===== src/rtl/pdrv_rst_pkg.sv =====
package pdrv_rst_pkg;
  typedef enum logic [2:0] {
    ST_HRST  = 3'd0,
    ST_SHOLD = 3'd1,
    ST_DELAY = 3'd2,
    ST_WIN   = 3'd3,
    ST_IDLE  = 3'd4
  } seq_state_e;

  localparam logic [7:0] SIG_SEC_CNT  = 8'h01;
  localparam logic [7:0] SIG_SEC_NUM  = 8'h01;
  localparam logic [7:0] SIG_CYL_LO   = 8'h00;
  localparam logic [7:0] SIG_CYL_HI   = 8'h00;
  localparam logic [7:0] SIG_DEV_HEAD = 8'h00;
endpackage


===== src/rtl/pdrv_win_timer.sv =====
module pdrv_win_timer #(
  parameter int CW = 8
) (
  input  logic          clk,
  input  logic          rst,
  input  logic          clear,
  input  logic          run,
  output logic [CW-1:0] cnt
);
  localparam logic [CW-1:0] SAT = {CW{1'b1}};

  always_ff @(posedge clk) begin
    if (rst || clear)
      cnt <= '0;
    else if (run && cnt != SAT)
      cnt <= cnt + 1'b1;
  end
endmodule


===== src/rtl/pdrv_peer_sampler.sv =====
module pdrv_peer_sampler (
  input  logic clk,
  input  logic rst,
  input  logic found_clr,
  input  logic pass_clr,
  input  logic pres_en,
  input  logic pass_en,
  input  logic peer_act_n,
  input  logic peer_pass_n,
  output logic found,
  output logic pass_seen
);
  // presence flag: only a bus reset clears it
  always_ff @(posedge clk) begin
    if (rst || found_clr)
      found <= 1'b0;
    else if (pres_en && !peer_act_n)
      found <= 1'b1;
  end

  always_ff @(posedge clk) begin
    if (rst || pass_clr)
      pass_seen <= 1'b0;
    else if (pass_en && !peer_pass_n)
      pass_seen <= 1'b1;
  end
endmodule


===== src/rtl/pdrv_status_regs.sv =====
module pdrv_status_regs
  import pdrv_rst_pkg::*;
(
  input  logic       clk,
  input  logic       rst,
  input  logic       diag_clr,
  input  logic       diag_en,
  input  logic       diag_done,
  input  logic [6:0] diag_code,
  input  logic       load,
  input  logic       fail_bit,
  output logic       diag_seen,
  output logic [7:0] err_reg,
  output logic [7:0] sec_cnt,
  output logic [7:0] sec_num,
  output logic [7:0] cyl_lo,
  output logic [7:0] cyl_hi,
  output logic [7:0] dev_head
);
  logic [6:0] diag_val;

  always_ff @(posedge clk) begin
    if (rst) begin
      diag_seen <= 1'b0;
      diag_val  <= '0;
    end else if (diag_clr) begin
      diag_seen <= 1'b0;
    end else if (diag_en && diag_done) begin
      diag_seen <= 1'b1;
      diag_val  <= diag_code;
    end
  end

  always_ff @(posedge clk) begin
    if (rst) begin
      err_reg  <= '0;
      sec_cnt  <= '0;
      sec_num  <= '0;
      cyl_lo   <= '0;
      cyl_hi   <= '0;
      dev_head <= '0;
    end else if (load) begin
      err_reg  <= {fail_bit, diag_val};
      sec_cnt  <= SIG_SEC_CNT;
      sec_num  <= SIG_SEC_NUM;
      cyl_lo   <= SIG_CYL_LO;
      cyl_hi   <= SIG_CYL_HI;
      dev_head <= SIG_DEV_HEAD;
    end
  end
endmodule


===== src/rtl/pdrv_reset_seq.sv =====
module pdrv_reset_seq
  import pdrv_rst_pkg::*;
#(
  parameter int T_DELAY = 4,
  parameter int T_PRES  = 10,
  parameter int T_PASS  = 30
) (
  input  logic       clk,
  input  logic       rst,
  input  logic       bus_rst_n,
  input  logic       soft_rst,
  input  logic       peer_act_n,
  input  logic       peer_pass_n,
  input  logic       diag_done,
  input  logic [6:0] diag_code,
  output logic       busy,
  output logic       ready,
  output logic       peer_found,
  output logic [7:0] err_reg,
  output logic [7:0] sec_cnt,
  output logic [7:0] sec_num,
  output logic [7:0] cyl_lo,
  output logic [7:0] cyl_hi,
  output logic [7:0] dev_head
);
  localparam int CNT_MAX = (T_PASS > T_DELAY) ? T_PASS : T_DELAY;
  localparam int CW      = $clog2(CNT_MAX + 2);
  localparam logic [CW-1:0] DLY_LAST = CW'(T_DELAY - 1);
  localparam logic [CW-1:0] PRES_END = CW'(T_PRES);
  localparam logic [CW-1:0] PASS_END = CW'(T_PASS);

  seq_state_e state, state_nx;
  logic is_hw, is_hw_nx, busy_nx, ready_nx;
  logic cnt_clr, cnt_run, found_clr, seq_clr, diag_en, done;
  logic pass_seen, diag_seen, done_cond;
  logic [CW-1:0] cnt;

  pdrv_win_timer #(.CW(CW)) u_timer (
    .clk(clk), .rst(rst), .clear(cnt_clr), .run(cnt_run), .cnt(cnt)
  );

  pdrv_peer_sampler u_sampler (
    .clk(clk), .rst(rst), .found_clr(found_clr), .pass_clr(seq_clr),
    .pres_en(state == ST_WIN && is_hw && cnt < PRES_END),
    .pass_en(state == ST_WIN && !seq_clr),
    .peer_act_n(peer_act_n), .peer_pass_n(peer_pass_n),
    .found(peer_found), .pass_seen(pass_seen)
  );

  pdrv_status_regs u_status (
    .clk(clk), .rst(rst), .diag_clr(seq_clr), .diag_en(diag_en),
    .diag_done(diag_done), .diag_code(diag_code), .load(done),
    .fail_bit(peer_found && !pass_seen), .diag_seen(diag_seen),
    .err_reg(err_reg), .sec_cnt(sec_cnt), .sec_num(sec_num),
    .cyl_lo(cyl_lo), .cyl_hi(cyl_hi), .dev_head(dev_head)
  );

  assign done_cond = diag_seen
                  && (!is_hw || cnt >= PRES_END)
                  && (!peer_found || pass_seen || cnt >= PASS_END);

  always_comb begin
    state_nx  = state;
    is_hw_nx  = is_hw;
    busy_nx   = busy;
    ready_nx  = ready;
    cnt_clr   = 1'b0;
    cnt_run   = 1'b0;
    found_clr = 1'b0;
    seq_clr   = 1'b0;
    diag_en   = 1'b0;
    done      = 1'b0;
    if (!bus_rst_n) begin
      state_nx  = ST_HRST;
      is_hw_nx  = 1'b1;
      busy_nx   = 1'b1;
      ready_nx  = 1'b0;
      cnt_clr   = 1'b1;
      found_clr = 1'b1;
      seq_clr   = 1'b1;
    end else begin
      case (state)
        ST_HRST: begin
          state_nx = ST_DELAY;
          is_hw_nx = 1'b1;
          cnt_clr  = 1'b1;
          diag_en  = 1'b1;
        end
        ST_IDLE: begin
          if (soft_rst) begin
            state_nx = ST_SHOLD;
            is_hw_nx = 1'b0;
            busy_nx  = 1'b1;
            ready_nx = 1'b0;
            seq_clr  = 1'b1;
            cnt_clr  = 1'b1;
          end
        end
        ST_SHOLD: begin
          diag_en = 1'b1;
          if (!soft_rst) begin
            state_nx = ST_DELAY;
            cnt_clr  = 1'b1;
          end
        end
        ST_DELAY, ST_WIN: begin
          if (!is_hw && soft_rst) begin
            state_nx = ST_SHOLD;
            seq_clr  = 1'b1;
            cnt_clr  = 1'b1;
          end else if (state == ST_DELAY) begin
            diag_en = 1'b1;
            cnt_run = 1'b1;
            if (cnt == DLY_LAST) begin
              state_nx = ST_WIN;
              cnt_clr  = 1'b1;
            end
          end else begin
            diag_en = 1'b1;
            cnt_run = 1'b1;
            if (done_cond) begin
              state_nx = ST_IDLE;
              busy_nx  = 1'b0;
              ready_nx = 1'b1;
              done     = 1'b1;
            end
          end
        end
        default: state_nx = ST_HRST;
      endcase
    end
  end

  always_ff @(posedge clk) begin
    if (rst) begin
      state <= ST_HRST;
      is_hw <= 1'b1;
      busy  <= 1'b1;
      ready <= 1'b0;
    end else begin
      state <= state_nx;
      is_hw <= is_hw_nx;
      busy  <= busy_nx;
      ready <= ready_nx;
    end
  end
endmodule


===== config.mk =====
export PLATFORM = sky130hd
export DESIGN_NAME = pdrv_reset_seq
export DESIGN_NICKNAME = d
export VERILOG_FILES = /design/src/rtl/pdrv_rst_pkg.sv /design/src/rtl/pdrv_win_timer.sv /design/src/rtl/pdrv_peer_sampler.sv /design/src/rtl/pdrv_status_regs.sv /design/src/rtl/pdrv_reset_seq.sv
export SDC_FILE = /design/constraint.sdc
export NUM_CORES = 1
export LEC_CHECK = 0
export BUFFER_PORTS_ARGS = -buffer_cell sky130_fd_sc_hd__buf_2
export CAP_MARGIN = 25
export CORE_ASPECT_RATIO = 0.5
export CORE_UTILIZATION = 30
export CTS_CLUSTER_SIZE = 20
export DETAILED_ROUTE_END_ITERATION = 12
export GPL_ROUTABILITY_DRIVEN = 1
export GPL_TIMING_DRIVEN = 0
export PLACE_DENSITY = 0.61
export SLEW_MARGIN = 0
export SYNTH_ARGS = -nofsm -noshare
export SYNTH_HDL_FRONTEND = slang
export SYNTH_HIERARCHICAL = 1
export SYNTH_SLANG_ARGS = --single-unit

===== constraint.sdc =====
create_clock -name clk -period 2.1 [get_ports clk]
set_clock_uncertainty 0.1 [all_clocks]
set_input_delay 0.21 -clock clk [delete_from_list [all_inputs] [get_ports clk]]
set_output_delay 0.21 -clock clk [all_outputs]
set_load 0.005 [all_outputs]

==> metrics.md <==
| Metric | Value |
|---|---|
| Post-DRT Antenna Nets | `0` |
| Core ar. | `approximately 0.0057 mm2` |
| Critical Path End Type | `flip-flop` |
| Worst skew pair latency | `roughly 0.28 ns` |
| Internal | `1220 uW` |
| CTS tree | `built` |
| Maximum vdd drop | `~0.00027 V` |
| Largest register FFs | `8` |
| Final cycle utilization of the critical path | `0.937` |
| Pwr/cell area | `about 660 mW/mm2` |
| Via count | `about 1400` |
| Data required, critical path | `2.17 ns` |
| Fmax | `around 510 MHz` |
| Syn-to-layout area delta | `29.1%` |
| Largest net degree at the start of global routing | `12` |
| Setup violators final | `0` |
| Fin crit period | `~2.0 ns` |
| Filler cells | `about 560` |
| Site row count | `19` |
| Global-route wire length before repair | `~5500 um` |
| Setup CP Type | `flip-flop to flip-flop` |
| Sequential share of the synthesized area | `0.331` |
| Layout cell share with drive strength beyond 1 | `0.337` |
| Tightest Hold Check Type | `primary input to flip-flop` |
| Outcome | `finished, violations left` |
| Wire length per cell | `between 9 and 10 um` |
| Pins over their slew limit | `0` |
| Number of max-cap violations | `0` |
| CTS buffer count | `5` |
| Fin cells | `349` |
| Worst Setup Start Kind | `flip-flop` |
| Final hold vios | `0` |
| Final core occ | `0.414` |
| Post-synth EDFFs | `0` |
| DP Wirelength | `between 2000 and 3000 um` |
| Starting DRC count in detailed routing | `between 100 and 150` |
| Post_cts resized | `2` |
| Num Clock Sinks | `30` |
| Critical path peak fanout | `10` |
| DRC | `8` |
| Cts hold-fix bufs | `0` |
| Switching pwr | `336 uW` |
| Syn Area/Cell | `slightly below 9 um2` |
| GR Util met2 | `0.178` |
| GRT Max-Usage Layer | `met2` |
| Multi-input logic area | `about 980 um2` |
| GRT Resource Usage Total | `0.114` |
| Met3 Use GR | `0.0276` |
| Register area | `601 um2` |
| Setup TNS | `0 ns` |
| Met1 Use GR | `0.139` |
| Final net count | `291` |
| Congestion Overflow GR | `0` |
| Seq pwr share | `0.375` |
| Routability cong. | `around 0.8` |
| Final hold slack | `0.0865 ns` |
| Synthesized cell area | `0.00181 mm2` |
| Synthesized flop and latch total | `30` |
| Mapped Cells | `a little over 200` |
| Switching Share | `0.216` |
| Final wirelength | `approximately 3400 um` |
| DP Area | `about 0.0022 mm2` |
| Final instance area | `between 0.002 and 0.0025 mm2` |
| DIE HEIGHT | `57.0 um` |
| Synth cell types | `43` |
| Vias per cell | `4.10` |
| Initial antenna violation count | `0` |
| Failing checks | `DRC` |
| Clk pwr share | `0.520` |
| Placed Cells | `approximately 340` |
| Port bufs | `26` |
| Worst path arrival time | `slightly above 2 ns` |
| CTS max path bufs | `2` |
| Die ar. | `0.00638 mm2` |
| Primary FF master, synth | `dfxtp_1` |
| Fraction of registers with async set or reset after synthesis | `0` |
| Post-CTS Setup Bufs | `0` |
| ANT cells | `0` |
| Initial core utilization | `0.320` |
| I/O pin cnt | `65` |
| Vias in the first global route | `1202` |
| H-Tree Depth | `2` |
| DRT Pass-1 Iters | `8` |
| Root buffer cell | `clkbuf_16` |
| Leak | `between 0.001 and 0.0015 uW` |
| RSZ-0062 raised after global routing | `no` |
| Comb pwr share | `0.105` |
| Die Width | `112 um` |
| YS warnings | `6` |
| Reg clk slew, reported paths | `around 0.050 ns` |
cell usage in the layout, fill, tap and decap left out, types with 4 or more instances in the layout:
| master | count |
|---|---|
| a21oi_1 | 7 |
| nor2_1 | 23 |
| buf_4 | 40 |
| dfxtp_1 | 30 |
| nor3_1 | 5 |
| conb_1 | 38 |
| mux2i_1 | 15 |
| nand2_1 | 11 |
| buf_2 | 27 |
| inv_1 | 4 |
| nand2b_1 | 16 |
| buf_6 | 5 |
| clkbuf_16 | 5 |
synth_stat cells, drive strengths merged, types with 4 or more instances:
library cell | n | share of area
nor2b | 5 | 0.026
nand2b | 17 | 0.063
o21ai | 4 | 0.011
dfxtp | 30 | 0.33
nor2 | 23 | 0.048
a21oi | 8 | 0.024
mux2i | 15 | 0.083
buf | 46 | 0.20
nor3 | 6 | 0.019
nand2 | 11 | 0.023
inv | 4 | 0.0083
power by group through the flow:
| stage | logic, uW | registers [uW] | clock network, uW |
|---|---|---|---|
| finish | 163 | 582 | 809 |
| global route | 181 | 583 | 853 |
| CTS | 160 | 582 | 836 |
| detailed placement | 159 | 594 | 0 |
| global placement | 157 | 594 | 0 |
| floorplan | 129 | 593 | 0 |
per-stage QoR:
step	setup slack, ns	power, uW
floorplan	0.162	722
detailed placement	-0.180	754
finish	0.131	1560
CTS	0.129	1580
global placement	-0.0941	751
global route	0.0474	1620
area by class of cell:
type,instances,share of cell area
multi-input cells,162,0.417
well taps,73,0.0390
clock buffers,5,0.0534
repair buffers,26,0.0556
plain buffers,46,0.154
inverters,4,0.00641
clock inverters,3,0.0171
flip-flops and latches,30,0.257
cells by family (layout without fill, tap and decap cells):
| kind of cell | count (synthesis) | count (layout) | share of synthesized area |
|---|---|---|---|
| AO/OA/AOI/OAI | 25 | 25 | 0.101 |
| XOR/XNOR | 2 | 2 | 0.00966 |
| adder cells (fa/ha/maj) | 2 | 2 | 0.0138 |
| buffers and inverters | 50 | 84 | 0.208 |
| flip-flops | 30 | 30 | 0.331 |
| multiplexers | 15 | 15 | 0.0828 |
| other | 1 | 38 | 0.00207 |
| AND/OR/NAND/NOR | 80 | 80 | 0.252 |
metal layers:
layer	vias up	part of all wire
li1	751	-
met1	609	0.47
met2	64	0.43
met3	8	0.080
met4	0	0.028
met5	-	0
worst max-delay path, cell delays in order, from the launching register on:
cell and delay (ns):
dfxtp_1 0.32, buf_6 0.13, nor2b_2 0.31, a22oi_1 0.15, o21ai_1 0.33, nor3_1 0.09, buf_4 0.20, mux2i_1 0.16
nor2_1 0.05
worst paths after layout:
kind                                       endpoint  slack [ns]  cells past startpoint                             start
setup / recovery   u_status/err_reg[5]$_SDFFE_PP0P_        0.13                      8             state[1]$_SDFFE_PP0P_
hold / removal    u_status/diag_val[2]$_SDFFE_PP0P_        0.09                      3                      diag_code[2]
setup reg to reg   u_status/err_reg[5]$_SDFFE_PP0P_        0.13                      8             state[1]$_SDFFE_PP0P_
hold reg to reg    u_sampler/pass_seen$_SDFFE_PP0P_        0.36                      1  u_sampler/pass_seen$_SDFFE_PP0P_
No activity file was read; power rests on OpenSTA's default activity.
